File: src/rtl/sc_pkg.sv
package sc_pkg;

    typedef enum logic [2:0] {
        ST_IDLE,
        ST_WLOAD,
        ST_HPASS,
        ST_VPASS,
        ST_STEP,
        ST_FIN
    } st_e;

    // Pixel groups handled by one pass at a pyramid level (ceiling division).
    function automatic int unsigned grp_count(int unsigned w, int unsigned h,
                                              int unsigned n, int unsigned lvl);
        int unsigned pix;
        pix = (w >> lvl) * (h >> lvl);
        return (pix + n - 1) / n;
    endfunction

endpackage

File: src/rtl/sc_grp_table.sv
module sc_grp_table
    import sc_pkg::*;
#(
    parameter int N_ELEM  = 640,
    parameter int FRAME_W = 1280,
    parameter int FRAME_H = 720,
    parameter int LEVELS  = 3,
    parameter int LVL_W   = 2,
    parameter int CYC_W   = 11
) (
    input  logic [LVL_W-1:0] lvl,
    output logic [CYC_W-1:0] last_idx
);

    logic [CYC_W-1:0] last_tab [LEVELS];

    for (genvar g = 0; g < LEVELS; g++) begin : g_lvl
        assign last_tab[g] = CYC_W'(grp_count(FRAME_W, FRAME_H, N_ELEM, g) - 1);
    end

    assign last_idx = last_tab[lvl];

endmodule

File: src/rtl/sc_addr_gen.sv
module sc_addr_gen #(
    parameter int LVL_W  = 2,
    parameter int CYC_W  = 11,
    parameter int ADDR_W = LVL_W + 1 + CYC_W
) (
    input  logic              wt_fetch,
    input  logic [LVL_W-1:0]  lvl,
    input  logic              ph,
    input  logic [CYC_W-1:0]  cyc,
    output logic [ADDR_W-1:0] rd_addr,
    output logic [ADDR_W-1:0] wr_addr
);

    always_comb begin
        if (wt_fetch) begin
            rd_addr = ADDR_W'(lvl);
        end else begin
            rd_addr = {lvl, ph, cyc};
        end
        wr_addr = {lvl, ~ph, cyc};
    end

endmodule

File: src/rtl/sc_conv_seq.sv
module sc_conv_seq
    import sc_pkg::*;
#(
    parameter  int N_ELEM  = 640,
    parameter  int FRAME_W = 1280,
    parameter  int FRAME_H = 720,
    parameter  int LEVELS  = 3,
    localparam int MAX_GRP = int'(grp_count(FRAME_W, FRAME_H, N_ELEM, 0)),
    localparam int CYC_W   = (MAX_GRP > 1) ? $clog2(MAX_GRP) : 1,
    localparam int LVL_W   = (LEVELS > 1) ? $clog2(LEVELS) : 1,
    localparam int ADDR_W  = LVL_W + 1 + CYC_W
) (
    input  logic              clk,
    input  logic              rst_n,
    input  logic              start,
    input  logic              rd_valid,
    output logic              rd_req,
    output logic              rd_kind,
    output logic [ADDR_W-1:0] rd_addr,
    output logic              wr_en,
    output logic [ADDR_W-1:0] wr_addr,
    output logic              phase,
    output logic [LVL_W-1:0]  level,
    output logic [CYC_W-1:0]  cyc_cnt,
    output logic              done
);

    typedef struct packed {
        st_e              st;
        logic [LVL_W-1:0] lvl;
        logic [CYC_W-1:0] cyc;
    } ctl_t;

    ctl_t             r_d, r_q;
    logic [CYC_W-1:0] last_idx;
    logic             in_pass;

    sc_grp_table #(
        .N_ELEM (N_ELEM),
        .FRAME_W(FRAME_W),
        .FRAME_H(FRAME_H),
        .LEVELS (LEVELS),
        .LVL_W  (LVL_W),
        .CYC_W  (CYC_W)
    ) u_tab (
        .lvl     (r_q.lvl),
        .last_idx(last_idx)
    );

    sc_addr_gen #(
        .LVL_W (LVL_W),
        .CYC_W (CYC_W),
        .ADDR_W(ADDR_W)
    ) u_addr (
        .wt_fetch(r_q.st == ST_WLOAD),
        .lvl     (r_q.lvl),
        .ph      (r_q.st == ST_VPASS),
        .cyc     (r_q.cyc),
        .rd_addr (rd_addr),
        .wr_addr (wr_addr)
    );

    assign in_pass = (r_q.st == ST_HPASS) || (r_q.st == ST_VPASS);

    always_comb begin
        r_d = r_q;
        unique case (r_q.st)
            ST_IDLE: begin
                if (start) begin
                    r_d.st  = ST_WLOAD;
                    r_d.lvl = '0;
                    r_d.cyc = '0;
                end
            end
            ST_WLOAD: begin
                if (rd_valid) begin
                    r_d.st = ST_HPASS;
                end
            end
            ST_HPASS, ST_VPASS: begin
                if (rd_valid) begin
                    if (r_q.cyc == last_idx) begin
                        r_d.cyc = '0;
                        r_d.st  = (r_q.st == ST_HPASS) ? ST_VPASS : ST_STEP;
                    end else begin
                        r_d.cyc = r_q.cyc + 1'b1;
                    end
                end
            end
            ST_STEP: begin
                if (r_q.lvl == LVL_W'(LEVELS - 1)) begin
                    r_d.st = ST_FIN;
                end else begin
                    r_d.lvl = r_q.lvl + 1'b1;
                    r_d.st  = ST_WLOAD;
                end
            end
            ST_FIN: begin
                r_d.st = ST_IDLE;
            end
            default: begin
                r_d.st = ST_IDLE;
            end
        endcase
    end

    always_ff @(posedge clk) begin
        if (!rst_n) begin
            r_q <= '{st: ST_IDLE, lvl: '0, cyc: '0};
        end else begin
            r_q <= r_d;
        end
    end

    assign rd_req  = in_pass || (r_q.st == ST_WLOAD);
    assign rd_kind = (r_q.st == ST_WLOAD);
    assign wr_en   = in_pass && rd_valid;
    assign phase   = (r_q.st == ST_VPASS);
    assign level   = r_q.lvl;
    assign cyc_cnt = r_q.cyc;
    assign done    = (r_q.st == ST_FIN);

endmodule

File: config.mk
export PLATFORM = sky130hd
export DESIGN_NAME = sc_conv_seq
export DESIGN_NICKNAME = d
export VERILOG_FILES = /design/src/rtl/sc_pkg.sv /design/src/rtl/sc_grp_table.sv /design/src/rtl/sc_addr_gen.sv /design/src/rtl/sc_conv_seq.sv
export SDC_FILE = /design/constraint.sdc
export NUM_CORES = 1
export LEC_CHECK = 0
export ABC_AREA = 0
export BUFFER_PORTS_ARGS = -buffer_cell sky130_fd_sc_hd__buf_2
export CAP_MARGIN = 10
export CORE_ASPECT_RATIO = 1.5
export CORE_MARGIN = 5
export CORE_UTILIZATION = 35
export DETAILED_ROUTE_END_ITERATION = 10
export SLEW_MARGIN = 20
export SYNTH_ARGS = -nofsm -noshare
export SYNTH_HDL_FRONTEND = slang
export SYNTH_SLANG_ARGS = --single-unit
File: constraint.sdc
create_clock -name clk -period 6.1 [get_ports clk]
set_input_delay 1.525 -clock clk [delete_from_list [all_inputs] [get_ports clk]]
set_output_delay 1.525 -clock clk [all_outputs]
set_load 0.05 [all_outputs]
# Word level (Yosys, flattened, before mapping)
# Cells that the tools add are included.
[classes]
bitwise_logic = 2
n_eq_ne = 12
addsub = 2
muxes = 16
order_cmp = 1
n_reduce_logical = 10
[op_table]
columns = ["op", "n"]
rows = [
  ["11-bit 2-to-1 mux", 4],
  ["11-bit binary-select mux with 2-bit select", 1],
  ["11-bit one-hot mux with 2 select lines", 1],
  ["16-bit 2-to-1 mux", 1],
  ["3-bit 2-to-1 mux", 5],
  ["14-bit 2-to-1 mux", 1],
  ["3-bit one-hot mux with 4 select lines", 1],
  ["11-bit by 1-bit adder with 11-bit output (second input constant)", 1],
  ["11-bit == test", 1],
  ["2-bit inequality test (second input constant)", 5],
  ["3-bit by 2-bit == test with 1-bit output (second input constant)", 2],
  ["3-bit == test (second input constant)", 2],
  ["3-bit AND reduction", 2],
  ["2-bit one-hot mux with 2 select lines", 1],
  ["4-bit AND reduction", 1],
  ["2-bit nonzero test", 2],
  ["3-bit by 1-bit == test with 1-bit output (second input constant)", 1],
  ["3-bit greater-or-equal comparator (second input constant)", 1],
  ["3-bit zero test", 1],
  ["2-bit inverter with 3-bit output", 1],
  ["2-bit by 1-bit adder with 2-bit output (second input constant)", 1],
  ["2-bit == test (second input constant)", 1],
  ["1-bit logical OR", 2],
  ["2-bit 2-to-1 mux", 1],
  ["other kinds (3)", 3],
]
[totals]
register_bits = 16
inputBits = 4

# Depth between registers and ports, before layout
[logic_depth]
ltp_word = 8
ltp_mapped = 8
mapped_depth_nobuf = 7

# Cells and area by module
# From an unflattened synthesis, not the netlist that was laid out.
[hier_totals]
cells_unflattened = 183
hier_area_um2 = 1463.9
[modules_own_cells]
columns = ["module", "cells_per_inst", "n_inst", "area_per_inst_um2"]
rows = [
  ["sc_conv_seq", 140, 1, 1148.6],
  ["sc_addr_gen", 29, 1, 206.4],
  ["sc_grp_table", 14, 1, 108.9],
]

# Worst setup path before layout
# Ideal clock, no wire load.
[synth_timing]
path_kind = "input to output"
start = "input port rd_valid"
end = "output port wr_en"
n_path_buf = 0
required_ns = 4.575
stages = 2
t_arrival_ns = 2.294
setup_slack_ns = 2.281
cell_sequence = "nand2_1 nor2_1"
[synth_between]
elab_chain_cells = 1
[synth_rtl]
columns = ["element", "line_no", "text"]
rows = [
  ["start: declaration", "sc_conv_seq.sv:16", "input logic rd_valid,"],
  ["1-bit logical AND", "sc_conv_seq.sv:117", "assign wr_en = in_pass && rd_valid;"],
  ["end: declaration", "sc_conv_seq.sv:20", "output logic wr_en,"],
]
# No other way between the ends.

# Final worst setup path
# Ends and elaborated chain as after synthesis.

==> impl_metrics.env <==
export IMPL_grt_pass1_vias=1009
export IMPL_worstPathMaxFanout=5
export IMPL_portBuffers=49
export IMPL_ys_flop_type="dfxtp_1"
export IMPL_syn_inst=169
export IMPL_core_area_mm2=0.003682
export IMPL_ir_drop_v=0.0001367
export IMPL_dpl_worst_slack_ns=2.420
export IMPL_cap_violations=0
export IMPL_end_kind="output port"
export IMPL_die_y_um=85.36
export IMPL_grt_max_degree=18
export IMPL_cts_tree="yes"
export IMPL_setup_viol=0
export IMPL_cts_root_buf="clkbuf_8"
export IMPL_hold_class="reg2reg"
export IMPL_final_util_pct=38.57
export IMPL_routed_wl_um=2929
export IMPL_power_uw=228.8
export IMPL_instances_no_fill=230
export IMPL_worst_pin_slew_ns=0.5177
export IMPL_seqPwrFrac_pct=47.8
export IMPL_rsz0062_at_grt="no"
export IMPL_post_route_drc_count=0
export IMPL_hold_viol=0
export IMPL_dp_cells=227
export IMPL_yosysSeqAreaShare_pct=24.17
export IMPL_slew_limit_headroom_pct=65.44
export IMPL_cts_path_max_buffers=2
export IMPL_finalWorstSetupSlack_ns=2.403
export IMPL_p_leak_nw=0.7166
export IMPL_postRouteAntennaNets=0
export IMPL_gp_congestion=0.7689
export IMPL_maxUsedRoutingLayer="met4"
export IMPL_status="completed"
export IMPL_cts_resized_gates=0
export IMPL_swShare_pct=29.00
export IMPL_synth_area_mm2=0.001325
export IMPL_via_per_inst=5.061
export IMPL_postCtsHoldBufs=0
export IMPL_area_growth_pct=7.176
export IMPL_vias=1164
export IMPL_grt_use_total_pct=11.82
export IMPL_cts_made_buffers=3
export IMPL_synth_cell_types=44
export IMPL_num_io_pins=50
export IMPL_switchingPower_uw=66.35
export IMPL_dr_wl_met3_um=227
export IMPL_clock_skew_ns=0.004497
export IMPL_async_flop_share_pct=0
export IMPL_p_per_area_mw_per_mm2=161.1
export IMPL_syn_num_nets=178
export IMPL_synthTopCellsByCount="buf_4 (26), dfxtp_1 (16), nand2_1 (16), nor2_1 (16), nor2b_1 (11)"
export IMPL_min_period_ns=3.698
export IMPL_finalSetupTns_ns=0
export IMPL_ys_seq_elements=16
export IMPL_drive_above_1_share_pct=33.69
export IMPL_synth_most_common_cell="buf_4"
export IMPL_h_tree_depth=1
export IMPL_yosys_warnings=0
export IMPL_ff2ff_setup_slack_ns=3.62
export IMPL_cp_required_ns=4.58
export IMPL_grt_pass1_wl_um=4809
export IMPL_synth_top_area_share_pct=24.17
export IMPL_overflow=0
export IMPL_fmax_mhz=270.5
export IMPL_placementRows=27
export IMPL_die_x_um=60.24
export IMPL_wl_met1_um=1207
export IMPL_power_internal_uw=162.4
export IMPL_synth_edf_count=0
export IMPL_synth_avg_cell_area_um2=7.840
export IMPL_wl_met2_um=1463
export IMPL_nNetsFinal=198
export IMPL_hpwl_um=2300
export IMPL_antenna_found_initial=0
export IMPL_fin_hold_ws_ns=0.5776
export IMPL_dieArea_mm2=0.005141
export IMPL_worst_skew_pair_late_latency_ns=0.25
export IMPL_critPathKind="in2out"
export IMPL_synth_top_area_cell="dfxtp_1"
export IMPL_crit_arrival_ns=2.17
export IMPL_power_frac_comb_pct=17.7
export IMPL_start_kind="primary input"
export IMPL_firstDrtPassIters=4
export IMPL_cts_sink_count=16
export IMPL_drt_iter0_drc=13
export IMPL_post_route_period_util_pct=60.61
export IMPL_synthTopCellsByArea="dfxtp_1 (24%), buf_4 (15%), nor2b_1 (5.2%)"
export IMPL_report_final_slew_viol_count=0
export IMPL_design_area_mm2=0.001420
export IMPL_antenna_cells=0
export IMPL_start_util_pct=35.98
export IMPL_wl_per_cell_um=12.73
export IMPL_clkSlewWorstSetupHoldPaths_ns=0.06
export IMPL_clkPwrFrac_pct=34.4
export IMPL_placed_area_mm2=0.001379
export IMPL_post_cts_buffers=0
## kinds of logic (layout without fill, tap and decap cells)
| family | after synthesis | in the layout | share of synthesized area (%) |
|---|---|---|---|
| xor+xnor | 9 | 9 | 5.949 |
| fa+ha+maj | 5 | 5 | 4.721 |
| buf+inv | 41 | 59 | 20.77 |
| mux | 2 | 2 | 1.700 |
| simple gates | 71 | 71 | 28.33 |
| flops | 16 | 16 | 24.17 |
| compound gates | 25 | 25 | 14.35 |
## sequential cells by signal, indices dropped and copies added, names as in the netlist
register  cells
r_q           3
level         2
cyc_cnt      11
## critical path: stages
cell	delay [ns]
buf_2	0.12
nand2_1	0.14
nor2_1	0.12
buf_2	0.27
## per-layer routing
metal | track usage [%] | vias up
met1 | 14.57 | 532
li1 | - | 592
met5 | 0 | -
met3 | 2.435 | 4
met2 | 19.98 | 36
met4 | 3.629 | 0
## cells in the final DEF, fill, tap and decap left out, types with 2 or more instances in the layout
master / count
buf_2: 49
nor2_1: 16
nand2_1: 16
dfxtp_1: 16
nor2b_1: 11
inv_1: 6
nand3_1: 6
xor2_1: 6
o21ai_0: 6
nand4_1: 6
ha_1: 5
or3_1: 3
nor4_1: 3
xnor2_1: 3
clkbuf_8: 3
mux2_2: 2
a21o_1: 2
a211o_1: 2
a22oi_1: 2
## area by class of cell
class	count	area (µm²)
Fill cell	395	2262
Timing Repair Buffer	50	252.7
Sequential cell	16	320.3
Tap cell	43	53.80
Inverter	6	22.52
Clock buffer	3	41.29
Multi-Input combinational cell	112	729.5
## power groups by stage
stage	clock, mW	combinational (mW)	sequential, mW
after CTS	0.0807	0.0409	0.109
after floorplan	0	0.0358	0.109
final	0.0788	0.0405	0.109
after global placement	0	0.0409	0.112
after detailed placement	0	0.0405	0.112
after global routing	0.0872	0.0442	0.110
## worst paths after layout
path | from | end | cells after the start
worst max-delay path | rd_valid | wr_en | 4
worst min-delay path | cyc_cnt[5] | cyc_cnt[5] | 2
worst max register to register | level[0] | cyc_cnt[5] | 7
worst min register to register | cyc_cnt[5] | cyc_cnt[5] | 2
Note: power is estimated with default switching activity, not from simulation.
